File: src/rtl/eelock_pkg.sv
// Shared constants and protection encodings for the block lock guard.
package eelock_pkg;
    localparam int WORD_W = 32;
    localparam int PW_MAX = 3;

    typedef enum logic [1:0] {
        MODE_RW_RO    = 2'b00,
        MODE_PW_ONLY  = 2'b01,
        MODE_RO_NONE  = 2'b10,
        MODE_STRICT   = 2'b11
    } mode_e;
endpackage

File: src/rtl/eelock_pw_bank.sv
// Password store: per-block words and word count. Accepts words strictly in
// order, refuses all-ones words and writes to locked blocks.
// Assumes: retention across rst_n (no reset); cleared only by erase_i.
module eelock_pw_bank #(
    parameter int NUM_BLK = 4,
    localparam int BW = $clog2(NUM_BLK)
) (
    input  logic                               clk,
    input  logic                               erase_i,
    input  logic                               wr_i,
    input  logic [BW-1:0]                      blk_i,
    input  logic [1:0]                         idx_i,
    input  logic [eelock_pkg::WORD_W-1:0]      data_i,
    input  logic                               blk_locked_i,
    output logic [NUM_BLK-1:0][1:0]            pw_n_o,
    output logic [eelock_pkg::WORD_W-1:0]      sel_w0_o,
    output logic [eelock_pkg::WORD_W-1:0]      sel_w1_o,
    output logic [eelock_pkg::WORD_W-1:0]      sel_w2_o,
    output logic                               accept_o,
    output logic                               refuse_o
);
    import eelock_pkg::*;

    logic [WORD_W-1:0] words [NUM_BLK][PW_MAX];
    logic              blk_ok;

    // Decide whether the presented word is legal.
    always_comb begin
        blk_ok   = int'(blk_i) < NUM_BLK;
        accept_o = wr_i && blk_ok && (idx_i == pw_n_o[blk_i]) && (idx_i != 2'd3)
                   && !(&data_i) && !blk_locked_i;
        refuse_o = wr_i && !accept_o;
    end

    // Store accepted words and advance the count; wipe on erase.
    always_ff @(posedge clk) begin
        if (erase_i) begin
            for (int b = 0; b < NUM_BLK; b++) begin
                pw_n_o[b] <= 2'd0;
                for (int k = 0; k < PW_MAX; k++) words[b][k] <= '0;
            end
        end else if (accept_o) begin
            words[blk_i][idx_i] <= data_i;
            pw_n_o[blk_i]       <= pw_n_o[blk_i] + 2'd1;
        end
    end

    // Present the selected block's words to the unlock matcher.
    always_comb begin
        sel_w0_o = blk_ok ? words[blk_i][0] : '0;
        sel_w1_o = blk_ok ? words[blk_i][1] : '0;
        sel_w2_o = blk_ok ? words[blk_i][2] : '0;
    end
endmodule

File: src/rtl/eelock_unlock_match.sv
// Unlock sequence matcher: keeps the two previous unlock words and a count
// of words since the last restart; flags a hit when the newest word is
// password word 0, the ones before it are words 1 and 2, and the count equals
// the password length.
// Assumes: all-ones is never a password word, so it serves as restart.
module eelock_unlock_match (
    input  logic                          clk,
    input  logic                          rst_n,
    input  logic                          clr_i,
    input  logic                          wr_i,
    input  logic [eelock_pkg::WORD_W-1:0] data_i,
    input  logic [1:0]                    pw_n_i,
    input  logic [eelock_pkg::WORD_W-1:0] pw0_i,
    input  logic [eelock_pkg::WORD_W-1:0] pw1_i,
    input  logic [eelock_pkg::WORD_W-1:0] pw2_i,
    output logic                          hit_o,
    output logic                          restart_o
);
    import eelock_pkg::*;

    logic [WORD_W-1:0] hist0, hist1;
    logic [2:0]        cnt;

    // Compare the incoming word plus history against the reversed password.
    always_comb begin
        restart_o = wr_i && (&data_i);
        hit_o = wr_i && !(&data_i) && (pw_n_i != 2'd0)
                && ({1'b0, pw_n_i} == cnt + 3'd1)
                && (data_i == pw0_i)
                && ((pw_n_i < 2'd2) || (hist0 == pw1_i))
                && ((pw_n_i < 2'd3) || (hist1 == pw2_i));
    end

    // Shift history and count words; clear on restart, hit, erase or reset.
    always_ff @(posedge clk) begin
        if (!rst_n || clr_i || restart_o || hit_o) begin
            hist0 <= '0;
            hist1 <= '0;
            cnt   <= 3'd0;
        end else if (wr_i) begin
            hist1 <= hist0;
            hist0 <= data_i;
            cnt   <= (cnt == 3'd4) ? 3'd4 : cnt + 3'd1;
        end
    end
endmodule

File: src/rtl/eelock_access_eval.sv
// Access evaluator: merges block 0 flags into the target's flags, applies
// the hide, global-gate and supervisor checks, then decodes the mode.
// Assumes: purely combinational; acc_blk beyond NUM_BLK gets no access.
module eelock_access_eval #(
    parameter int NUM_BLK = 4,
    localparam int BW = $clog2(NUM_BLK)
) (
    input  logic [BW-1:0]            acc_blk_i,
    input  logic                     acc_super_i,
    input  logic [NUM_BLK-1:0][2:0]  prot_i,
    input  logic [NUM_BLK-1:0][1:0]  pw_n_i,
    input  logic [NUM_BLK-1:0]       locked_i,
    input  logic [NUM_BLK-1:0]       hidden_i,
    output logic                     rd_ok_o,
    output logic                     wr_ok_o
);
    import eelock_pkg::*;

    logic [2:0] eff;
    logic       in_rng, gated, unl, own, rd, wr;

    // Derive effective flags and the resulting permissions.
    always_comb begin
        in_rng = int'(acc_blk_i) < NUM_BLK;
        eff    = prot_i[acc_blk_i] | ((acc_blk_i != '0) ? prot_i[0] : 3'b000);
        unl    = !locked_i[acc_blk_i];
        own    = (pw_n_i[acc_blk_i] != 2'd0) && unl;
        gated  = !in_rng || hidden_i[acc_blk_i]
                 || ((acc_blk_i != '0) && locked_i[0])
                 || (eff[2] && !acc_super_i);
        case (mode_e'(eff[1:0]))
            MODE_RW_RO:   begin rd = 1'b1; wr = unl;  end
            MODE_PW_ONLY: begin rd = own;  wr = own;  end
            MODE_RO_NONE: begin rd = unl;  wr = 1'b0; end
            default:      begin rd = own;  wr = 1'b0; end
        endcase
        rd_ok_o = !gated && rd;
        wr_ok_o = !gated && wr;
    end
endmodule

File: src/rtl/eelock_guard.sv
// Top: per-block lock, protection and hide state, wired to the password
// bank, unlock matcher and access evaluator.
// Assumes: one configuration strobe acts on sel_blk per cycle; protection
// settings are retained across rst_n and cleared by erase_all.
module eelock_guard #(
    parameter int NUM_BLK = 4,
    localparam int BW = $clog2(NUM_BLK)
) (
    input  logic               clk,
    input  logic               rst_n,
    input  logic               erase_all,
    input  logic [BW-1:0]      sel_blk,
    input  logic               pw_wr,
    input  logic [1:0]         pw_idx,
    input  logic [31:0]        pw_data,
    input  logic               unl_wr,
    input  logic [31:0]        unl_data,
    input  logic               prot_wr,
    input  logic [2:0]         prot_data,
    input  logic               hide_wr,
    input  logic [NUM_BLK-1:0] hide_mask,
    input  logic [BW-1:0]      acc_blk,
    input  logic               acc_super,
    output logic               rd_ok,
    output logic               wr_ok,
    output logic               unlocked,
    output logic               pw_err
);
    logic [NUM_BLK-1:0][1:0] pw_n;
    logic [NUM_BLK-1:0][2:0] prot_q;
    logic [NUM_BLK-1:0]      locked_q;
    logic [NUM_BLK-1:0]      hide_q;
    logic [31:0]             w0, w1, w2;
    logic                    pw_accept, pw_refuse, unl_hit, unl_restart, sel_ok;

    assign sel_ok = int'(sel_blk) < NUM_BLK;

    eelock_pw_bank #(.NUM_BLK(NUM_BLK)) u_bank (
        .clk(clk), .erase_i(erase_all), .wr_i(pw_wr), .blk_i(sel_blk),
        .idx_i(pw_idx), .data_i(pw_data), .blk_locked_i(locked_q[sel_blk]),
        .pw_n_o(pw_n), .sel_w0_o(w0), .sel_w1_o(w1), .sel_w2_o(w2),
        .accept_o(pw_accept), .refuse_o(pw_refuse)
    );

    eelock_unlock_match u_match (
        .clk(clk), .rst_n(rst_n), .clr_i(erase_all), .wr_i(unl_wr && sel_ok),
        .data_i(unl_data), .pw_n_i(pw_n[sel_blk]), .pw0_i(w0), .pw1_i(w1),
        .pw2_i(w2), .hit_o(unl_hit), .restart_o(unl_restart)
    );

    eelock_access_eval #(.NUM_BLK(NUM_BLK)) u_eval (
        .acc_blk_i(acc_blk), .acc_super_i(acc_super), .prot_i(prot_q),
        .pw_n_i(pw_n), .locked_i(locked_q), .hidden_i(hide_q),
        .rd_ok_o(rd_ok), .wr_ok_o(wr_ok)
    );

    // Lock flags: relock password blocks on reset, unlock on set or match.
    always_ff @(posedge clk) begin
        if (!rst_n) begin
            for (int b = 0; b < NUM_BLK; b++) locked_q[b] <= (pw_n[b] != 2'd0);
        end else if (erase_all) begin
            locked_q <= '0;
        end else begin
            if (pw_accept || unl_hit) locked_q[sel_blk] <= 1'b0;
            if (unl_restart && (pw_n[sel_blk] != 2'd0)) locked_q[sel_blk] <= 1'b1;
        end
    end

    // Protection settings: retained storage, frozen while block 0 is locked.
    always_ff @(posedge clk) begin
        if (erase_all) prot_q <= '0;
        else if (prot_wr && sel_ok && !locked_q[0]) prot_q[sel_blk] <= prot_data;
    end

    // Hide flags: set-only, block 0 excluded, cleared by reset alone.
    always_ff @(posedge clk) begin
        if (!rst_n)       hide_q <= '0;
        else if (hide_wr) hide_q <= hide_q | (hide_mask & ~NUM_BLK'(1));
    end

    // Refusal flag: one-cycle pulse after a rejected password write.
    always_ff @(posedge clk) begin
        if (!rst_n) pw_err <= 1'b0;
        else        pw_err <= pw_refuse;
    end

    assign unlocked = sel_ok && !locked_q[sel_blk];
endmodule

File: config.mk
export PLATFORM = sky130hd
export DESIGN_NAME = eelock_guard
export DESIGN_NICKNAME = d
export VERILOG_FILES = /design/src/rtl/eelock_pkg.sv /design/src/rtl/eelock_pw_bank.sv /design/src/rtl/eelock_unlock_match.sv /design/src/rtl/eelock_access_eval.sv /design/src/rtl/eelock_guard.sv
export SDC_FILE = /design/constraint.sdc
export NUM_CORES = 1
export LEC_CHECK = 0
export CORE_ASPECT_RATIO = 1.2
export CORE_MARGIN = 2
export CORE_UTILIZATION = 35
export CTS_BUF_LIST = sky130_fd_sc_hd__clkbuf_8
export DETAILED_ROUTE_END_ITERATION = 10
export DONT_BUFFER_PORTS = 1
export PLACE_DENSITY = 0.47
export SLEW_MARGIN = 15
export SYNTH_ARGS = -nofsm -noshare
export SYNTH_HDL_FRONTEND = slang
export SYNTH_HIERARCHICAL = 1
export SYNTH_SLANG_ARGS = --single-unit
File: constraint.sdc
create_clock -name clk -period 8.8 [get_ports clk]
set_input_delay 0.88 -clock clk [delete_from_list [all_inputs] [get_ports clk]]
set_output_delay 0.88 -clock clk [all_outputs]
set_load 0.02 [all_outputs]
==> results_dict.tcl <==
set metrics [dict create \
    tns_ps 0 \
    wl_met1_microns 27200 \
    die_h_microns 275.2 \
    clk_pin_slew_ps 60 \
    post-route-cell-area_sq_um 23800 \
    ir_drop_uv 129.1 \
    crit_slowest_cell "nor4b_1" \
    portBuffers 0 \
    dpl_cell_area_sq_um 22360 \
    grt_pass1_wl_microns 95320 \
    vias_per_cell 5.256 \
    die_w_microns 230.0 \
    cts_made_buffers 79 \
    slew_viol_final 0 \
    rrSetupSlack_ps 4830 \
    track_usage 0.2119 \
    tightest_slew_ps 1095 \
    layout-drive-gt1-share 0.1528 \
    critPathTopFamily "simple AND/OR/NAND/NOR gates" \
    die_area_sq_um 63280 \
    grt_max_degree 115 \
    top_layer_used "met4" \
    finalHoldViolCount 0 \
    synth_cell_types 59 \
    hp-start "erase_all" \
    hold_class "in -> reg" \
    floorplan.initialDensity 0.3534 \
    critPathMaxFanout 4 \
    seq_area_frac_synth 0.6263 \
    slew_headroom 0.2685 \
    crit_required_ps 9330 \
    synth_cells 1585 \
    path_cells "mux4_2 > xnor2_1 > nand4_1 > nor4_1 > a21boi_0 > nor4b_1 > nor2_1 > nor3_1 > o31a_1 > o32ai_1" \
    fmax_ghz 0.2516 \
    final_common_cell "edfxtp_1" \
    layout_min_cycle_time_ps 3975 \
    antenna_found_initial 3 \
    final_cell_mix "edfxtp_1 (384), nor2_1 (344), and2_1 (129), mux4_2 (101), dfxtp_1 (95)" \
    wl_per_cell_microns 27.09 \
    cts_tree "done" \
    met2_length_microns 33400 \
    num_vias 12962 \
    post_cts_buffers 0 \
    syn_nets 1672 \
    grt_pass1_vias 13213 \
    finalSetupViolCount 0 \
    synth_ff_type "edfxtp_1" \
    layout.nets 1680 \
    nFillCells 5841 \
    ys_ff_latch 479 \
    rsz0062_at_grt "false" \
    synth_edf_count 384 \
    htree_levels 3 \
    critPathBufInv 0 \
    areaGrowthSynthToFinish_pct 10.98 \
    overflow 0 \
    antenna_left 0 \
    hold_end "prot_q[5]$_SDFFE_PP0P_" \
    clk_path_buf_depth 3 \
    reg2reg_from "u_bank/words[3][54]$_SDFFCE_PN0P_" \
    regToRegEndpoint "locked_q[0]$_DFF_P_" \
    async_reset_ff_frac 0 \
    drv_cap 0 \
    wl_microns 66810 \
    core_sq_um 60700 \
    fin_crit_sh 0.4517 \
    drc_errors 0 \
    routabilityCongestion 0.7822 \
    skew_ps 24.53 \
    slowest_delay_ps 700 \
    routed-wl-met3_microns 4163 \
    outcome "finished, final reports clean" \
    crit_path_start_kind "flip-flop" \
    reg2reg_depth 10 \
    dr.pass1.iters 5 \
    power_density_nw_per_um2 196.4 \
    hpwl_microns 40780 \
    worstSetupPathType "reg -> reg" \
    ioPinCount 89 \
    whs_ps 299.0 \
    root_buffer "clkbuf_8" \
    netlist_area_sq_um 21450 \
    ys_warn_count 6 \
    hold_depth 1 \
    clock-sinks 479 \
    cp.arrival_ps 4510 \
    endpoint_kind "flip-flop" \
    drtIter0Drc 1070 \
    cts_resized 0 \
    postCtsHoldBufs 0 \
    p_leak_nw 8.055 \
    syn_avg_cell_area_sq_um 13.53 \
    clock_latency_ps 670 \
    rows 99 \
]
per-stage QoR:
| step | utilization | power [mW] | setup slack (ps) | cells |
|---|---|---|---|---|
| 6_report | 0.3922 | 4.674 | 4825 | 2466 |
| 5_1_grt | 0.3921 | 4.852 | 4608 | 2465 |
| 4_1_cts | 0.3921 | 4.739 | 4682 | 2464 |
| 3_5_place_dp | 0.3684 | 2.906 | 4105 | 2320 |
| 3_3_place_gp | 0.3684 | 2.901 | 4120 | 2320 |
| 2_1_floorplan | - | 2.833 | 3269 | 1585 |
power by group:
part | internal (mW) | total (mW) | switching, mW
logic | 0.135 | 0.308 | 0.173
clock network | 0.915 | 1.82 | 0.907
registers | 2.52 | 2.54 | 0.0267
total | 3.57 | 4.67 | 1.11
logic make-up (layout without fill, tap and decap cells):
group,Yosys count,count (layout),synth area share
simple gates,659,659,0.1439
flops,479,479,0.6263
mux,190,190,0.1487
buf+inv,107,178,0.02310
xor+xnor,100,100,0.04119
compound gates,47,47,0.01546
fa+ha+maj,2,2,0.001167
other cells,1,3,0.0001748
flip-flops by register name, indices dropped and copies added (netlist names):
name,count
u_match/cnt,3
hide_q,3
prot_q,12
u_bank/words,384
u_match/hist1,32
u_match/hist0,32
u_bank/pw_n_o,8
locked_q,4
pw_err,1
layer usage:
layer | vias to the layer above | GRT usage
met4 | 0 | 0.07657
met5 | - | 0
li1 | 5765 | -
met1 | 6693 | 0.2649
met3 | 85 | 0.04737
met2 | 419 | 0.3614
worst max-delay path by stage:
stage	from	endpoint	slack (ps)	cells past startpoint
after global placement	sel_blk[0]	locked_q[0]$_DFF_P_	4120	10
after floorplan	sel_blk[1]	u_bank/words[3][64]$_SDFFCE_PN0P_	3270	8
final	u_bank/words[3][54]$_SDFFCE_PN0P_	locked_q[0]$_DFF_P_	4830	10
after global routing	u_bank/words[3][54]$_SDFFCE_PN0P_	locked_q[0]$_DFF_P_	4610	10
after detailed placement	sel_blk[0]	locked_q[0]$_DFF_P_	4100	10
after CTS	u_bank/words[3][54]$_SDFFCE_PN0P_	locked_q[0]$_DFF_P_	4680	10
cell usage after synthesis, types with 6 or more instances:
cell,count,area share
edfxtp_1,384,0.54
nor2_1,345,0.060
and2_1,129,0.038
mux4_2,101,0.11
dfxtp_1,95,0.089
xnor2_1,90,0.037
mux2i_1,85,0.040
nand2_1,80,0.014
clkbuf_1,60,0.011
nand4_1,41,0.012
buf_1,12,0.0021
buf_2,12,0.0028
nand2b_1,12,0.0035
nor3_1,11,0.0026
a21oi_1,9,0.0021
inv_1,9,0.0016
nor4_1,9,0.0026
xor2_1,9,0.0037
buf_6,8,0.0042
o21ai_0,7,0.0016
nor2b_1,6,0.0018
area by class of cell:
type / instances / area [sq um] / share of cell area
inverter: 10 / 37.54 / 0.001577
sequential: 479 / 13430 / 0.5643
multi-input combinational: 999 / 7696 / 0.3233
tap: 808 / 1011 / 0.04247
clock inverter: 56 / 230.2 / 0.009671
timing repair buffer: 24 / 180.2 / 0.007569
clock buffer: 88 / 1211 / 0.05088
antenna: 2 / 5.005 / 0.0002102
(Power assumes the default switching activity.)
